--- config.mk ---
export PLATFORM = sky130hd
export DESIGN_NAME = lru_lock_sel
export DESIGN_NICKNAME = d
export VERILOG_FILES = /design/src/rtl/lru_lock_sel.sv
export SDC_FILE = /design/constraint.sdc
export NUM_CORES = 1
export LEC_CHECK = 0
export ABC_AREA = 1
export CORE_MARGIN = 10
export CORE_UTILIZATION = 30
export CTS_CLUSTER_DIAMETER = 80
export CTS_CLUSTER_SIZE = 8
export DETAILED_ROUTE_END_ITERATION = 6
export DONT_BUFFER_PORTS = 1
export PLACE_DENSITY_LB_ADDON = 0.05
export SYNTH_ARGS = -nofsm -noshare
export SYNTH_HDL_FRONTEND = slang
export SYNTH_SLANG_ARGS = --single-unit
export TNS_END_PERCENT = 50
--- constraint.sdc ---
create_clock -name clk -period 2.1 [get_ports clk]
set_clock_uncertainty 0.2 [all_clocks]
set_input_delay 0.315 -clock clk [delete_from_list [all_inputs] [get_ports clk]]
set_output_delay 0.315 -clock clk [all_outputs]
set_load 0.05 [all_outputs]
--- src/rtl/lru_lock_sel.sv ---
module lru_lock_sel #(
  parameter int ENTRIES = 16,
  localparam int IDX_W = (ENTRIES > 1) ? $clog2(ENTRIES) : 1
) (
  input  logic             clk,
  input  logic             rst_n,
  input  logic [IDX_W-1:0] acc_idx,
  input  logic             acc_valid,
  input  logic [1:0]       acc_way,
  input  logic             lock_w2,
  input  logic             lock_w3,
  output logic [5:0]       lru_cur,
  output logic [5:0]       lru_upd,
  output logic [1:0]       victim
);

  logic [5:0] mem [ENTRIES];
  logic [3:0][3:0] older;
  logic [3:0] allowed;
  logic [3:0] beats;

  assign lru_cur = mem[acc_idx];
  assign allowed = {~lock_w3, ~lock_w2, 2'b11};

  always_comb begin
    lru_upd = lru_cur;
    case (acc_way)
      2'd0: lru_upd[5:3] = 3'b000;
      2'd1: begin lru_upd[5] = 1'b1; lru_upd[2:1] = 2'b00; end
      2'd2: begin lru_upd[4] = 1'b1; lru_upd[2] = 1'b1; lru_upd[0] = 1'b0; end
      default: begin lru_upd[3] = 1'b1; lru_upd[1] = 1'b1; lru_upd[0] = 1'b1; end
    endcase
  end

  always_comb begin
    older = '0;
    older[0][1] = lru_cur[5];  older[1][0] = ~lru_cur[5];
    older[0][2] = lru_cur[4];  older[2][0] = ~lru_cur[4];
    older[0][3] = lru_cur[3];  older[3][0] = ~lru_cur[3];
    older[1][2] = lru_cur[2];  older[2][1] = ~lru_cur[2];
    older[1][3] = lru_cur[1];  older[3][1] = ~lru_cur[1];
    older[2][3] = lru_cur[0];  older[3][2] = ~lru_cur[0];
  end

  for (genvar w = 0; w < 4; w++) begin : g_beat
    always_comb begin
      beats[w] = allowed[w];
      for (int v = 0; v < 4; v++)
        if (v != w && allowed[v] && !older[w][v]) beats[w] = 1'b0;
    end
  end

  always_comb begin
    if (beats[0])      victim = 2'd0;
    else if (beats[1]) victim = 2'd1;
    else if (beats[2]) victim = 2'd2;
    else if (beats[3]) victim = 2'd3;
    else               victim = 2'd0;
  end

  always_ff @(posedge clk or negedge rst_n) begin
    if (!rst_n) begin
      for (int e = 0; e < ENTRIES; e++) mem[e] <= 6'b000000;
    end else if (acc_valid) begin
      mem[acc_idx] <= lru_upd;
    end
  end

  function automatic logic code_legal(input logic [5:0] c);
    logic [3:0][1:0] sc;
    sc[0] = 2'(c[5] + c[4] + c[3]);
    sc[1] = 2'(!c[5] + c[2] + c[1]);
    sc[2] = 2'(!c[4] + !c[2] + c[0]);
    sc[3] = 2'(!c[3] + !c[1] + !c[0]);
    code_legal = (sc[0] != sc[1]) && (sc[0] != sc[2]) && (sc[0] != sc[3]) &&
                 (sc[1] != sc[2]) && (sc[1] != sc[3]) && (sc[2] != sc[3]) &&
                 ((c[5] + c[4] + c[3]) != 3'd0 || sc[0] == 2'd0);
  endfunction

  AST_FIELD_LEGAL: assert property (@(posedge clk) disable iff (!rst_n)
    code_legal(lru_cur));
  AST_LOCK3_SAFE: assert property (@(posedge clk) disable iff (!rst_n)
    lock_w3 |-> victim != 2'd3);
  AST_LOCK23_SAFE: assert property (@(posedge clk) disable iff (!rst_n)
    (lock_w2 && lock_w3) |-> victim[1] == 1'b0);
  AST_WAY0_NEWEST: assert property (@(posedge clk) disable iff (!rst_n)
    (acc_valid && acc_way == 2'd0) |=> mem[$past(acc_idx)][5:3] == 3'b000);
  AST_WAY3_NEWEST: assert property (@(posedge clk) disable iff (!rst_n)
    (acc_valid && acc_way == 2'd3) |=> {mem[$past(acc_idx)][3], mem[$past(acc_idx)][1:0]} == 3'b111);
  AST_IDLE_HOLD: assert property (@(posedge clk) disable iff (!rst_n)
    !acc_valid |=> mem[$past(acc_idx)] == $past(lru_cur));

endmodule

==> impl_results.md <==
- Status: finished, violations left
- Failing checks: hold timing, setup timing
- Inserted Diodes: 0
- Cell area power density: just over 900 nW/um2
- Pre-antenna DRT Iters: 5
- Syn_nets: between 700 and 800
- Layout overhead on the synthesized area: 26.13%
- Crit path arrival time: 1.70 ns
- RSZ-0062 raised after global routing: true
- Detailed Route Iter0 Violations: ~300
- Row count: 47
- Final Slew Violations: 0
- Crit Path Max Fanout: 2
- Top_reg_cell synth: dfrtp_1
- Post-layout util: approximately 39%
- Fin. Hold Viols: 96
- Mapped Cells: 743
- Clock Pin Slew Worst Setup and Hold Paths: 0.07 ns
- Via-per-instance ratio: roughly 4.7
- EDFF count, synth: 0
- Tot Pwr: ~5.9 mW
- DP HPWL: approximately 12 mm
- Die width: between 150 and 200 um
- Root Driver: clkbuf_16
- Number of flip-flops in the largest register: 96
- Worst path max stage delay: 0.38 ns
- Largest net degree at the start of global routing: 97
- Crit start category: flip-flop
- Share of cells above drive strength 1: a little under a fifth
- Achievable frequency: 451.6 MHz
- Port-buffer cells: 0
- CTS tree: built
- Lkg Pwr: about 3.6 nW
- Initial antenna violation count: 0
- Buf/Inv on CP: 1
- Post-route DRC: 0
- Vias in the first global route: 4716
- Die Span Y: ~150 um
- Worst Hold Class: primary input to async pin
- Fin worst setup slack: -0.1145 ns
- Die area: roughly 23000 um2
- Gr ovfl total: 0
- Tmin final: around 2.2 ns
- Core area: roughly 17000 um2
- Max clock buf depth: 2
- Crit path max-delay family: simple AND/OR/NAND/NOR gates
- Initial core utilization: slightly above 30%
- Setup violations, final: 11
- Via count: a little under 5000
- GRT Total Usage: ~16%
- Setup Crit Path Kind: flip-flop to output pin
- Antenna viol nets, final: 0
- Clk sinks: between 90 and 100
- Synth async-reset ratio: 100.0%
- Total CTS buffers: 9
- Worst-Margin Slew: around 0.47 ns
- Hold WS: -0.5468 ns
- Detailed-route wire length: approximately 17 mm
- Sequential area share after synthesis: 46.93%
- Htree depth: 3
- Number of synthesized register bits: 96
- Netlist Area Pre-Place: between 5000 and 6000 um2
- CP required: roughly 1.6 ns
- CP Capture Type: output pin
- Distinct cells, synth: 23
- Largest area contributor in the netlist: dfrtp_1
- MaxCap Viol Count: 0
- Peak supply drop: 0.3756 mV
- Critical Path, Cell by Cell: nand2_1 > nand2_2 > nand2_1 > nand2_1 > nand2_2 > nand2_4 > nor3_4 > nand3_2 > nand2_2 > buf_12
- Ports: 25
- Biggest regs: mem x96
- Area contributors post-synth: dfrtp_1 47%, nand2_1 34%, nand3_1 7.3%
- Biggest register: mem
- RePlAce Congestion: 0.8016
- Final Instance Area: roughly 6500 um2
- Top cell type's share of synthesized area: about 47%
- YS warnings: 0
- Nets: 814
- Drt wl/cell: about 17 um
- Setup TNS: -0.6129 ns
- Slew HR: between 60 and 70%
- First-pass GRT wire length: 27.48 mm
- Post-placement cell area: 5763 um2
- Syn Area/Cell: 6.889 um2
- Slowest-stage cell, CP: dfrtp_1
- Final worst-path cycle share: 105.5%
- Clock Latency Late Sink: approximately 0.35 ns
==> stage by stage <==
step	setup WS [ns]	cells
finish	-0.1145	1026
global route	-0.2210	1026
CTS	-0.1571	1011
detailed placement	-0.007047	990
global placement	-0.03767	990
floorplan	-0.2140	743
==> power by group <==
part           internal, mW  switching [mW]  total (mW)
Combinational         0.740            1.02        1.76
Sequential             2.25           0.278        2.52
Clock                 0.870           0.744        1.61
==> layout by cell type (no fill, tap or decap), drive strengths merged <==
cell type / instances
buf: 70
o21ai: 4
clkinv: 2
nand3: 75
ha: 2
clkinvlp: 2
inv: 37
dfrtp: 96
nor2: 26
a21boi: 4
nor3: 2
nand2: 471
clkbuf: 13
or2: 1
a21oi: 1
==> area by class of cell <==
type	instances	area (um2)
Sequential cell	96	2402
Clock buffer	12	256.5
Tap cell	220	275.3
Timing Repair Buffer	71	743.2
Multi-Input combinational cell	586	2604
Inverter	37	146.4
Fill cell	1773	10190
Clock inverter	4	28.78
==> cell usage after synthesis, types with 2 or more instances <==
library cell and instances:
nor3_1 2, inv_1 35, nor2_1 20, nand3_1 75, dfrtp_1 96, o21ai_1 3
a21boi_0 4, nand2_2 6, buf_1 2, buf_6 10, clkbuf_1 4, nand2_1 464
ha_1 2, buf_4 2, nor2_4 4, buf_2 6, nor2_2 2
==> routing by layer <==
layer | vias to the layer above | GRT usage [%] | wire (um)
met5 | - | 0 | 0
met4 | 0 | 3.224 | 187
met3 | 10 | 4.022 | 1037
met2 | 109 | 23.26 | 7593
met1 | 2329 | 22.62 | 8655
li1 | 2393 | - | -
==> timing repair <==
action	CTS	global route
endpoints found under the setup margin	14	14
pin swaps	22	49
cloned	0	1
endpoints found under the hold margin	96	96
buffers inserted	5	14
resized for setup	27	41
==> cell families after synthesis <==
| kind of cell | after synthesis | synth area share, % |
|---|---|---|
| AND/OR/NAND/NOR | 575 | 45.22 |
| flip-flops | 96 | 46.93 |
| buffers and inverters | 61 | 6.282 |
| AO/OA/AOI/OAI | 9 | 1.075 |
| adder cells (fa/ha/maj) | 2 | 0.4888 |
==> path summary, 6_finish.rpt <==
check | start | to | slack, ns | cells past startpoint
hold reg to reg | mem[19]$_DFFE_PN0P_ | mem[19]$_DFFE_PN0P_ | 0.28 | 2
min in group clk | acc_way[1] | mem[35]$_DFFE_PN0P_ | 0.15 | 5
max in group asynchronous | rst_n | mem[33]$_DFFE_PN0P_ | 2.03 | 0
setup / recovery | mem[67]$_DFFE_PN0P_ | victim[0] | -0.11 | 10
setup reg to reg | mem[77]$_DFFE_PN0P_ | mem[5]$_DFFE_PN0P_ | 0.22 | 12
hold / removal | rst_n | mem[10]$_DFFE_PN0P_ | -0.55 | 0
(Power assumes the default switching activity.)
